<file path="config.mk">
export PLATFORM = sky130hd
export DESIGN_NAME = keyreg_bank
export DESIGN_NICKNAME = d
export VERILOG_FILES = /design/src/rtl/keyreg_pkg.sv /design/src/rtl/keyreg_decode.sv /design/src/rtl/keyreg_store.sv /design/src/rtl/keyreg_flag.sv /design/src/rtl/keyreg_bank.sv
export SDC_FILE = /design/constraint.sdc
export NUM_CORES = 1
export LEC_CHECK = 0
export ABC_AREA = 0
export BUFFER_PORTS_ARGS = -buffer_cell sky130_fd_sc_hd__clkbuf_2
export CORE_ASPECT_RATIO = 0.5
export CORE_MARGIN = 8
export CORE_UTILIZATION = 59
export CTS_BUF_LIST = sky130_fd_sc_hd__clkbuf_16
export CTS_CLUSTER_DIAMETER = 200
export DETAILED_ROUTE_END_ITERATION = 8
export MAX_ROUTING_LAYER = met4
export PLACE_DENSITY = 0.81
export SYNTH_ARGS = -nofsm -noshare
export SYNTH_HDL_FRONTEND = slang
export SYNTH_SLANG_ARGS = --single-unit
</file>
<file path="constraint.sdc">
create_clock -name clk -period 5.1 [get_ports clk]
set_input_delay 1.02 -clock clk [delete_from_list [all_inputs] [get_ports clk]]
set_output_delay 1.02 -clock clk [all_outputs]
set_load 0.02 [all_outputs]
</file>
<file path="src/rtl/keyreg_pkg.sv">
package keyreg_pkg;
  typedef struct packed {
    logic legal;
    logic key_ok;
    logic in_range;
    logic is_flag;
  } acc_dec_t;

  function automatic logic [31:0] field_mask(input int msb, input int lsb);
    logic [31:0] m;
    for (int b = 0; b < 32; b++) m[b] = (b <= msb) && (b >= lsb);
    return m;
  endfunction
endpackage

</file>
<file path="src/rtl/keyreg_decode.sv">
module keyreg_decode
  import keyreg_pkg::*;
#(
  parameter int ADDR_W   = 13,
  parameter int NUM_REGS = 16,
  parameter int KEY_MSB  = 31,
  parameter int KEY_LSB  = 24,
  parameter int UNLOCK   = 8'h5A
) (
  input  logic [ADDR_W-1:0] addr,
  input  logic [31:0]       wdata,
  input  logic [3:0]        be,
  input  logic              wr,
  input  logic              rd,
  output logic [ADDR_W-3:0] idx,
  output acc_dec_t          dec
);
  localparam int IDX_W = ADDR_W - 2;
  localparam int KEY_W = KEY_MSB - KEY_LSB + 1;
  localparam logic [IDX_W-1:0] FLAG_IDX = {IDX_W{1'b1}};

  assign idx = addr[ADDR_W-1:2];

  always_comb begin
    dec.legal    = !(wr && rd) && (be == 4'b1111) && (addr[1:0] == 2'b00);
    dec.key_ok   = wdata[KEY_MSB:KEY_LSB] == KEY_W'(UNLOCK);
    dec.in_range = idx < IDX_W'(NUM_REGS);
    dec.is_flag  = idx == FLAG_IDX;
  end
endmodule

</file>
<file path="src/rtl/keyreg_store.sv">
module keyreg_store #(
  parameter int NUM_REGS = 16,
  parameter int IDX_W    = 11,
  parameter logic [31:0] KEEP_MASK = 32'h00FF_FFFF
) (
  input  logic             clk,
  input  logic             rst_n,
  input  logic             we,
  input  logic [IDX_W-1:0] idx,
  input  logic [31:0]      wdata,
  output logic [31:0]      rdata
);
  logic [31:0] word_q [NUM_REGS];

  for (genvar g = 0; g < NUM_REGS; g++) begin : g_word
    always_ff @(posedge clk) begin
      if (!rst_n)                              word_q[g] <= '0;
      else if (we && idx == IDX_W'(g))        word_q[g] <= wdata & KEEP_MASK;
    end
  end

  always_comb begin
    rdata = '0;
    for (int i = 0; i < NUM_REGS; i++)
      if (idx == IDX_W'(i)) rdata = word_q[i];
  end
endmodule

</file>
<file path="src/rtl/keyreg_flag.sv">
module keyreg_flag (
  input  logic clk,
  input  logic rst_n,
  input  logic set_i,
  input  logic clr_i,
  output logic flag_q
);
  always_ff @(posedge clk) begin
    if (!rst_n)     flag_q <= 1'b0;
    else if (set_i) flag_q <= 1'b1;
    else if (clr_i) flag_q <= 1'b0;
  end
endmodule

</file>
<file path="src/rtl/keyreg_bank.sv">
module keyreg_bank
  import keyreg_pkg::*;
#(
  parameter int ADDR_W   = 13,
  parameter int NUM_REGS = 16,
  parameter int KEY_MSB  = 31,
  parameter int KEY_LSB  = 24,
  parameter int UNLOCK   = 8'h5A
) (
  input  logic              clk,
  input  logic              rst_n,
  input  logic [ADDR_W-1:0] bus_addr,
  input  logic [31:0]       bus_wdata,
  input  logic [3:0]        bus_be,
  input  logic              bus_wr,
  input  logic              bus_rd,
  output logic [31:0]       bus_rdata,
  output logic              bus_ack,
  output logic              bus_err
);
  localparam int IDX_W = ADDR_W - 2;
  localparam logic [31:0] KEEP_MASK = ~field_mask(KEY_MSB, KEY_LSB);

  logic [IDX_W-1:0] idx;
  acc_dec_t         dec;
  logic [31:0]      store_rd;
  logic             flag_q;
  logic             wr_ok, wr_bad, strobe;

  keyreg_decode #(
    .ADDR_W(ADDR_W), .NUM_REGS(NUM_REGS),
    .KEY_MSB(KEY_MSB), .KEY_LSB(KEY_LSB), .UNLOCK(UNLOCK)
  ) u_dec (
    .addr(bus_addr), .wdata(bus_wdata), .be(bus_be),
    .wr(bus_wr), .rd(bus_rd), .idx(idx), .dec(dec)
  );

  assign strobe = bus_wr || bus_rd;
  assign wr_ok  = bus_wr && dec.legal && dec.key_ok;
  assign wr_bad = bus_wr && dec.legal && !dec.key_ok;

  keyreg_store #(.NUM_REGS(NUM_REGS), .IDX_W(IDX_W), .KEEP_MASK(KEEP_MASK)) u_store (
    .clk(clk), .rst_n(rst_n), .we(wr_ok && dec.in_range),
    .idx(idx), .wdata(bus_wdata), .rdata(store_rd)
  );

  keyreg_flag u_flag (
    .clk(clk), .rst_n(rst_n), .set_i(wr_bad),
    .clr_i(wr_ok && dec.is_flag && bus_wdata[0]), .flag_q(flag_q)
  );

  always_ff @(posedge clk) begin
    if (!rst_n) begin
      bus_ack   <= 1'b0;
      bus_err   <= 1'b0;
      bus_rdata <= '0;
    end else begin
      bus_ack <= strobe;
      bus_err <= strobe && !dec.legal;
      if (bus_rd && dec.legal)
        bus_rdata <= dec.is_flag  ? {31'b0, flag_q} :
                     dec.in_range ? store_rd : 32'b0;
    end
  end
endmodule

</file>
# Yosys cells after proc, flatten, opt, wreduce, memory -nomap -nowiden
# Memories as Yosys holds them, arrays and structs flattened.
# Cells that the tools add are included.
[classes]
addsub = 0
multipliers = 0
div = 0
magnitude_cmp = 1
n_eq_ne = 18
n_shift = 0
n_mux = 85
bitwise = 16
n_reduce_logical = 34
[op_table]
columns = ["op", "n"]
rows = [
  ["2-to-1 mux 32 bit", 18],
  ["2-to-1 mux 24 bit", 16],
  ["== test 11 x 4 -> 1 bit (second input constant)", 8],
  ["2-to-1 mux 1 bit", 51],
  ["== test 11 x 3 -> 1 bit (second input constant)", 4],
  ["logical AND 1 bit", 27],
  ["== test 11 x 2 -> 1 bit (second input constant)", 2],
  ["bitwise OR 1 bit", 16],
  ["== test 11 x 1 -> 1 bit (second input constant)", 1],
  ["== test 11 bit (second input constant)", 1],
  ["zero test 11 bit", 1],
  ["less-than comparator 11 x 5 -> 1 bit (second input constant)", 1],
  ["== test 8 x 7 -> 1 bit (second input constant)", 1],
  ["== test 4 bit (second input constant)", 1],
  ["zero test 1 bit", 3],
  ["zero test 2 bit", 1],
  ["nonzero test 2 bit", 1],
  ["logical OR 1 bit", 1],
]
[word_totals]
ff_bits = 35
latch_bits = 0
ram_bits = 384
rom_bits = 0
output_inout_bits = 34
mem_count = 1
[mem_list]
columns = ["name", "depth", "width", "rd", "rd_clocked_by_memory_dff", "write_ports", "line", "rtl"]
rows = [
  ["u_store.word_q", 16, 24, 16, 0, 16, "keyreg_store.sv:13", "logic [31:0] word_q [NUM_REGS];"],
]

# Logic depth before layout (Yosys ltp)
# Gate-level depths: netlist of the first run.
[logic_depth]
ltp_word = 19
depth_mapped = 9
ltp_nobuf = 6

# Cells and area by module
# A second synthesis of the first run with hierarchy kept.
[unflattened]
cells_unflattened = 1624
hier_area_um2 = 20200.6
[by_module_without_submodules]
columns = ["module", "n_inst", "cells_per_inst", "area_each_um2", "seq_area_each_um2"]
rows = [
  ["keyreg_store", 1, 1475, 18522.8, 11531.1],
  ["keyreg_bank", 1, 123, 1458.9, 680.7],
  ["keyreg_decode", 1, 23, 177.7, 0.0],
  ["keyreg_flag", 1, 3, 41.3, 20.0],
]

# Worst setup path before layout of the first run
# No wires, ideal clock.
[synth_timing]
path_kind = "input to register"
from = "input port bus_addr[12]"
to = "memory u_store.word_q[0][72] (netlist bit), enable pin"
arrival_time_ps = 4296
slack_ps = 362
cell_stages = 6
path_cell_list = "or4_1 > buf_2 > nor2_4 > buf_2 > nand3_1 > o31ai_1"
[synth_lines]
columns = ["element", "line", "rtl"]
rows = [
  ["start, declared", "keyreg_bank.sv:12", "input logic [ADDR_W-1:0] bus_addr,"],
  ["end, declared", "keyreg_store.sv:13", ""],
]

# Final worst setup path of the first run
[layout_timing]
from = "input port bus_addr[2]"
to = "register bus_rdata[0]"
[layout_between]
elab_chain_cells = 19
[layout_rtl]
columns = ["element", "line", "rtl"]
rows = [
  ["zero test 11 bit", "keyreg_store.sv:25", "if (idx == IDX_W'(i)) rdata = word_q[i];"],
  ["2-to-1 mux 32 bit (16 in a row)", "keyreg_store.sv:25", ""],
  ["2-to-1 mux 32 bit", "keyreg_bank.sv:62", "dec.in_range ? store_rd : 32'b0;"],
  ["2-to-1 mux 32 bit (*)", "keyreg_bank.sv:61", "bus_rdata <= dec.is_flag ? {31'b0, flag_q} :"],
  ["end signal, assigned", "keyreg_bank.sv:61", ""],
  ["end, declared", "keyreg_bank.sv:17", "output logic [31:0] bus_rdata,"],
]
# Mark *: on every way between the ends. The rest lies on a longest branch, timed or not.
# A chain may end at the register's enable or synchronous reset.

==> results.md, run 1 <==
- STA puts the critical path data required time at approximately 5.6 ns.
- For this design the top-level I/O count stands at 87.
- For the pin with the worst max-slew slack, the measured transition is roughly 1.3 ns.
- The peak ir drop on the vdd network is roughly 0.19 mV.
- Setup repair after global routing left no endpoint under its margin.
- The switching part of the total power is 23.40%.
- The maximum clock path buffer count is 3.
- Summing every instance area after synthesis gives between 15000 and 20000 µm².
- For this run, design rule violations remaining after detail routing come to 0.
- Cells fill around 66% of the core in the end.
- The final antenna-violating net count is 0.
- Data on the critical path arrives at its endpoint at about 4.4 ns.
- The critical setup path kind is in -> reg.
- The total negative setup slack is 0 ns.
- The total area inside the core boundary comes to 32760 µm².
- By area the synthesized netlist is led by sky130_fd_sc_hd__edfxtp_1 (59%), sky130_fd_sc_hd__and2_1 (13%), sky130_fd_sc_hd__dfxtp_1 (2.8%).
- The CTS buffer count is 38.
- The die is between 100 and 150 µm tall.
- After synthesis, the largest area contributor takes up between 50% and 60% of total cell area.
- In the final routed layout, each cell accounts on average for about 30 µm.
- The number of instances in the synthesized netlist is about 1600.
- The multi-input combinational cell area is slightly below 7000 µm².
- The count of endpoints failing hold in the final timing report is 0.
- From left edge to right edge, the die measures roughly 270 µm.
- After layout, the worst path uses ~78% of the clock period.
- Across all setup checks in the final design, the least slack found is 1.141 ns.
- The worst clock skew on the final layout is about 0.011 ns.
- Setup violations remaining at the end of the flow were counted as 0.
- Entering global routing, the biggest net connects 60 pins.
- For this design the static power due to leakage is ~7.7 nW.
- The power share of the clock group is about 40%.
- The wire-length estimate of the detail-placed layout is 41950 µm.
- The power per cell area is between 300 and 400 nW/µm².
- For the worst-skew pair, the clock arrives at the later sink with an insertion delay of between 0.5 and 0.6 ns.
- The overall global routing resource usage is 32.48%.
- The first global-routing pass estimated about 91000 µm of wire.
- The number of slew-limit violations in the final report was 0.
- The portion of total power attributed to combinational logic is 6.9%.
- The flow ran to the end, and the final reports show no timing, DRC or antenna violations.
- The die covers approximately 39000 µm².
- The clock slew at the register clock pins of the worst setup and hold paths is approximately 0.07 ns.
- Subtracting the final worst setup slack from the clock period gives about 4.0 ns.
- Based on the critical path, the design can be clocked at up to roughly 0.25 GHz.
- The number of warning messages in the yosys log is 0.
- Among all flip-flop cells after synthesis, the most frequent one is sky130_fd_sc_hd__edfxtp_1.
- The area growth from synthesis to layout is 11.21%.
- Cell internal power was estimated by the tool at between 0.005 and 0.006 W.
- The port buffer count is 78.
- After global routing the overflow that remains totals 0.
- Once the floorplan was initialized, standard cells occupied 59.36% of the core.
- The tool flagged a number of max-cap violations equal to 0.
- The number of setup buffers added after CTS is 0.
- Hold repair after CTS inserted 0 buffers.
- The switching power summed over all nets is roughly 0.0017 W.
- The site row count is 47.
- The sequential share of power is a little over half.
- Gates resized during post-CTS repair numbered 0.
- The number of global-route vias before repair is 13709.
- The number of unique standard cell types used by synthesis is between 70 and 80.
- The per-cell via count in the routed design is between 6 and 7.
- The fraction of layout instances using a drive strength above 1 is roughly 16%.
- The root buffer cell is sky130_fd_sc_hd__clkbuf_16.
- The number of H-tree levels is 2.
- Prior to clock tree synthesis, the placed netlist has a worst setup slack of ~0.7 ns.
- The clock tree from TritonCTS is built.
- The number of antenna violations at the first check in global routing came to 3.
- The nature of the critical path endpoint is a flip-flop.
- The net total in the final layout is around 1700.
- The final wirelength is around 63000 µm.
- The length of the first detailed-routing pass in iterations is 8.
- The share of flip-flops with an asynchronous set or reset after synthesis is 0%.
- The routed layout has 14217 vias.
- The class of the tightest hold or removal check is reg -> reg.
- The flip-flop and latch count after synthesis is between 400 and 500.
- The clock drives roughly 410 sinks.
- The area of all sequential standard cells is approximately 12000 µm².
- The sort of element at the start of the critical path is an input port.
- The relative max-transition margin is between 10% and 20%.
- The count of fill cells added during filler insertion is between 2000 and 2500.
- Routability-driven placement finished with a final weighted congestion of between 0.9 and 1.
- In this run, synthesis inferred around 380 flip-flops with an integrated enable.
- The synthesized area divided by synthesized cell count is 12.05 µm².
- The biggest fanout along the worst timing path is 47.
- The first routing iteration left between 2000 and 2500 violations.
- sky130_fd_sc_hd__edfxtp_1 takes more of the synthesized area than any other cell.
- After synthesis, flip-flops and latches occupy between 60 and 70% of the total area.
[final timing paths]
check,startpoint,end,slack [ns],depth (start not counted)
worst min-delay path,bus_rdata[22],bus_rdata[22],0.48,2
worst max register to register,u_store.word_q[0][119],bus_rdata[23],2.65,6
worst min register to register,bus_rdata[22],bus_rdata[22],0.48,2
worst max-delay path,bus_addr[2],bus_rdata[0],1.14,7
[power groups by stage]
stage | Clock [W] | Combinational [W] | Sequential, W
2_1_floorplan | 0 | 0.000265 | 0.00394
3_3_place_gp | 0 | 0.000471 | 0.00395
3_5_place_dp | 0 | 0.000479 | 0.00395
4_1_cts | 0.00285 | 0.000482 | 0.00388
5_1_grt | 0.00298 | 0.000516 | 0.00390
6_report | 0.00287 | 0.000504 | 0.00389
[routing by layer]
| layer | part of all wire (%) | vias up | global-route usage, % |
|---|---|---|---|
| li1 | - | 5988 | - |
| met1 | 38 | 6891 | 42.72 |
| met2 | 42 | 1161 | 45.38 |
| met3 | 18 | 177 | 14.03 |
| met4 | 2.8 | 0 | 9.824 |
| met5 | 0 | - | - |
[critical path, cell delays in order]
cell and delay, ns:
sky130_fd_sc_hd__buf_4 0.54, sky130_fd_sc_hd__nor2b_1 0.91, sky130_fd_sc_hd__a22oi_1 0.22, sky130_fd_sc_hd__a21o_1 0.20, sky130_fd_sc_hd__a2111oi_1 0.94, sky130_fd_sc_hd__o31ai_1 0.32, sky130_fd_sc_hd__a21oi_1 0.22
[layout make-up]
cell class                 count  area share [%]
timing repair buffer         145           4.213
sequential                   411           55.83
clock inverter                29          0.9027
multi-input combinational   1060           31.57
antenna                        3         0.03472
inverter                       9          0.1562
clock buffer                  41           4.745
tap                          441           2.552
[per-stage QoR]
step | hold WS (ns) | area [µm²] | total power (W) | std cells
2_1_floorplan | 0.4655 | 19470 | 0.004204 | 1620
3_3_place_gp | 0.4683 | 20390 | 0.004419 | 2066
3_5_place_dp | 0.4725 | 20390 | 0.004433 | 2066
4_1_cts | 0.4861 | 21610 | 0.007218 | 2136
5_1_grt | 0.5181 | 21620 | 0.007391 | 2138
6_report | 0.4800 | 21620 | 0.007265 | 2139
[layout by cell type (no fill, tap or decap), types with 4 or more instances in the layout]
| cell | n |
|---|---|
| sky130_fd_sc_hd__inv_1 | 15 |
| sky130_fd_sc_hd__o21ai_2 | 13 |
| sky130_fd_sc_hd__nor2b_1 | 11 |
| sky130_fd_sc_hd__o21a_1 | 4 |
| sky130_fd_sc_hd__and2_1 | 389 |
| sky130_fd_sc_hd__edfxtp_1 | 384 |
| sky130_fd_sc_hd__mux4_2 | 12 |
| sky130_fd_sc_hd__nand4_1 | 7 |
| sky130_fd_sc_hd__o31ai_1 | 7 |
| sky130_fd_sc_hd__a311oi_1 | 8 |
| sky130_fd_sc_hd__clkbuf_2 | 76 |
| sky130_fd_sc_hd__nand3_1 | 27 |
| sky130_fd_sc_hd__a211oi_1 | 8 |
| sky130_fd_sc_hd__nor2_1 | 87 |
| sky130_fd_sc_hd__a21o_1 | 8 |
| sky130_fd_sc_hd__clkbuf_16 | 41 |
| sky130_fd_sc_hd__o211ai_1 | 7 |
| sky130_fd_sc_hd__o21ai_0 | 77 |
| sky130_fd_sc_hd__buf_4 | 68 |
| sky130_fd_sc_hd__nand2b_1 | 6 |
| sky130_fd_sc_hd__a221oi_1 | 14 |
| sky130_fd_sc_hd__clkinv_1 | 14 |
| sky130_fd_sc_hd__a2111oi_0 | 4 |
| sky130_fd_sc_hd__a31oi_1 | 8 |
| sky130_fd_sc_hd__mux2_2 | 27 |
| sky130_fd_sc_hd__or2_2 | 4 |
| sky130_fd_sc_hd__nand2_1 | 85 |
| sky130_fd_sc_hd__nor3_1 | 7 |
| sky130_fd_sc_hd__conb_1 | 8 |
| sky130_fd_sc_hd__a21oi_1 | 74 |
| sky130_fd_sc_hd__a22oi_1 | 18 |
| sky130_fd_sc_hd__o22ai_1 | 30 |
| sky130_fd_sc_hd__a22o_1 | 6 |
| sky130_fd_sc_hd__dfxtp_1 | 27 |
| sky130_fd_sc_hd__mux2i_1 | 23 |
| sky130_fd_sc_hd__o221ai_1 | 14 |
| sky130_fd_sc_hd__clkinv_2 | 6 |
| sky130_fd_sc_hd__a32oi_1 | 6 |
[synth_stat cells (all sizes together) (7+ instances only)]
cell type / instances
a311oi: 9
o211ai: 7
mux2i: 23
nand3: 27
o21ai: 90
nand4: 8
o221ai: 14
a221oi: 15
buf: 44
dfxtp: 27
clkbuf: 96
edfxtp: 384
o22ai: 30
a21oi: 74
a21o: 8
and2: 390
mux4: 12
nor2b: 12
nor3: 10
mux2: 27
nor2: 90
a211oi: 8
a22oi: 18
nand2: 87
a31oi: 8
o31ai: 10
[registers in the layout, summed over array words and instances (netlist names)]
| name | flops |
|---|---|
| u_store.word_q | 384 |
| u_flag.flag_q | 1 |
| bus_rdata | 24 |
| bus_err | 1 |
| bus_ack | 1 |
[kinds of logic after synthesis]
group	Yosys count	synth area share [%]
compound gates	336	11.28
buf+inv	149	3.488
flops	411	62.09
mux	62	4.138
other cells	1	0.01929
simple gates	654	18.98
(Power assumes the default switching activity.)
==> run 2, diff against run 1 <==
CORE_UTILIZATION = 56   (was 59)
PLACE_DENSITY = 0.8   (was 0.81)
clock period = 3.45 ns   (was 5.1 ns; I/O delays follow)
==> results.md, run 2 (synthesis results as in run 1) <==
- After layout, the worst path uses about three quarters of the clock period.
- For this run, the detailed router's first-pass iteration total came to 6.
- The static leakage power is 7.908 nW.
- Static timing analysis puts the maximum clock frequency at around 0.38 GHz.
- Power spread over the standard cell area amounts to about 480 nW/µm².
- The post-detailed-route wirelength per cell is 25.83 µm.
- The worst clock skew on the final layout is 0.01318 ns.
- In this run, the clock network consumes 38.7% of the power.
- The detail route stage leaves a number of antenna-violating nets equal to 0.
- The number of slew-limit violations in the final report is 0.
- After clock tree synthesis, the repair step resized 0 gates.
- Leaving out fill and tap cells, the most frequent cell in the layout is sky130_fd_sc_hd__and2_1.
- In this run the tool buffered the top-level ports with just under 80 buffer cells.
- TritonCTS built the clock tree.
- The total number of vias is approximately 14000.
- The worst-case IR drop observed on VDD is slightly above 0.3 mV.
- The switching power summed over all nets is approximately 0.0024 W.
- u_store.word_q holds more flip-flops than any other register.
- The largest single stage delay on the critical path is 0.74 ns.
- The site row count is 48.
- The final standard cell count with taps included and fillers excluded is approximately 2200.
- In the final layout, the share of cells above drive strength 1 is 18.25%.
- In this run the worst hold path is classified as in -> reg.
- The critical setup path kind is in -> reg.
- The repair_antennas step left the layout with diodes totalling 0.
- The max capacitance violation total is 0.
- The detailed router finished its first iteration with 2166 violations.
- Per report_power, the sequential group accounts for a little over half of the total.
- The weighted congestion reported at the end of routability-driven placement is 0.9378.
- The root buffer cell is sky130_fd_sc_hd__clkbuf_16.
- Walking the worst path, the cells encountered are clkbuf_2, nand2b_1, nor2_1, a21oi_1, a221oi_1, a311oi_1, o21ai_0.
- The overall global routing resource usage is 27.87%.
- The die height is approximately 150 µm.
- The biggest fanout along the worst timing path is 20.
- Setup repair after global routing left no endpoint under its margin.
- Post-CTS timing repair inserted 0 buffers for setup.
- The launch point of the worst hold path is bus_rd.
- The half-perimeter wire length of the detailed placement result is 38800 µm.
- The required time of the critical path is approximately 4 ns.
- The horizontal extent of the die is ~280 µm.
- For this design, the sink count on the clock tree is 411.
- The clock slew at the register clock pins of the worst setup and hold paths is about 0.060 ns.
- The register with the most flip-flops in the layout has roughly 380 of them.
- The worst register-to-register path begins at u_store.word_q[0][119].
- The flow ran to the end, and the final reports show no timing, DRC or antenna violations.
- The count of placed standard cells including taps is 2147.
- The count of endpoints failing hold in the final timing report is 0.
- The number of hold buffers added after cts is 0.
- The CTS buffer count is 38.
- Among all stages on the critical path, the largest delay is contributed by sky130_fd_sc_hd__nor2_1.
- The portion of total power attributed to combinational logic is under 10%.
- For the worst-skew pair, the clock arrives at the later sink with an insertion delay of between 0.5 and 0.6 ns.
- Counting I/O delays and the setup requirement, the final critical path takes 2.641 ns.
- The area of the core region is ~34000 µm².
- Entering global routing, the biggest net connects 39 pins.
- The largest registers in the layout are u_store.word_q (384), bus_rdata (24).
- STA classifies the critical path endpoint as a flip-flop.
- The number of global-route vias before repair was 13844.
- In the routed design, unresolved DRC markers number 0.
- The share of the core filled with cells is between 60% and 70%.
- The die covers 41300 µm².
- The net total in the final layout is approximately 1800.
- The switching part of the total power is a little under a quarter.
- STA classifies the critical path startpoint as an input port.
- The library cells used most frequently in the layout, excluding fill and tap cells, are sky130_fd_sc_hd__and2_1 (389), sky130_fd_sc_hd__edfxtp_1 (384), sky130_fd_sc_hd__buf_4 (113), sky130_fd_sc_hd__nor2_1 (87), sky130_fd_sc_hd__nand2_1 (85).
- Using the TritonRoute via totals, the vias-per-cell ratio works out to about 6.4.
- The number of antenna violations at the first check in global routing is 0.
- The standard cell area after detailed placement is 20810 µm².
- In this run the deepest clock path goes through 3 buffers.
- The internal power consumption is between 0.008 and 0.009 W.
- The final design instance area without fill is ~22000 µm².
- At the pin with the least slew margin, the transition time is between 0.8 and 0.9 ns.
- Compared with the post-synthesis result, the final layout area differs by 13.09%.
- Setup violations remaining at the end of the flow were counted as 0.
- The number of placed I/O pins is 87.
- The most critical setup path has its startpoint at bus_addr[5].
- Data arrives at the worst endpoint at roughly 3.1 ns.
- For this block, the routed nets add up to around 57000 µm of wire.
- The H-tree generated during clock tree synthesis spans 2 levels.
- The first global-routing pass estimated between 80000 and 90000 µm of wire.
- The initial cell density of the core is between 50 and 60%.
- The worst pin sits at a relative slew slack of about two fifths.
- The final global-route overflow total is 0.
[run 2: changes by cell type in the layout (fill, tap and decap cells not counted)]
cell	before	now
sky130_fd_sc_hd__buf_12	1	3
sky130_fd_sc_hd__clkinv_2	6	5
sky130_fd_sc_hd__a2111oi_1	1	0
sky130_fd_sc_hd__bufinv_16	3	2
sky130_fd_sc_hd__buf_4	68	113
sky130_fd_sc_hd__clkinv_1	14	8
sky130_fd_sc_hd__inv_1	15	18
sky130_fd_sc_hd__a2111oi_0	4	5
sky130_fd_sc_hd__diode_2	3	0
[run 2: layout make-up]
cell class / instances / area (µm²)
Clock inverter: 24 / 148.9
Sequential cell: 411 / 12070
Multi-Input combinational cell: 1060 / 6824
Tap cell: 475 / 594.3
Timing Repair Buffer: 192 / 1289
Inverter: 9 / 33.78
Fill cell: 2500 / 12370
Clock buffer: 41 / 1026
[run 2: through the flow]
| stage | power [W] | setup TNS (ns) | hold slack [ns] | setup WS [ns] |
|---|---|---|---|---|
| after floorplan | 0.006214 | -26.03 | 0.4655 | -0.4645 |
| after global placement | 0.006521 | 0 | 0.4799 | 0.4153 |
| after detailed placement | 0.006546 | 0 | 0.4807 | 0.3947 |
| after CTS | 0.01052 | 0 | 0.4201 | 0.9293 |
| after global routing | 0.01078 | 0 | 0.4578 | 0.7787 |
| final | 0.01056 | 0 | 0.4293 | 0.8090 |
[run 2: critical path: cells and delay by family]
family	cells	cell delay, ns
compound gates	4	0.78
buf+inv	1	0.43
simple gates	2	1.17
[run 2: layer usage]
metal	up-vias	global-route usage (%)	share of wire [%]
li1	6073	-	-
met2	1089	42.67	46
met3	173	6.200	14
met1	6879	37.25	37
met4	0	8.706	3.5
met5	-	-	0
[run 2: power groups by stage]
stage	Clock [W]	Combinational, W	Sequential [W]
global placement	0	0.000693	0.00583
detailed placement	0	0.000706	0.00584
finish	0.00409	0.000732	0.00574
CTS	0.00408	0.000710	0.00573
global route	0.00426	0.000766	0.00575
floorplan	0	0.000398	0.00582
[run 2: final timing paths]
check                           depth (start not counted)            end  slack, ns
worst max-delay path                                    7  bus_rdata[15]       0.81
worst min-delay path                                    3        bus_ack       0.43
worst min register to register                          2  bus_rdata[23]       0.50
worst max register to register                          7  bus_rdata[23]       1.35
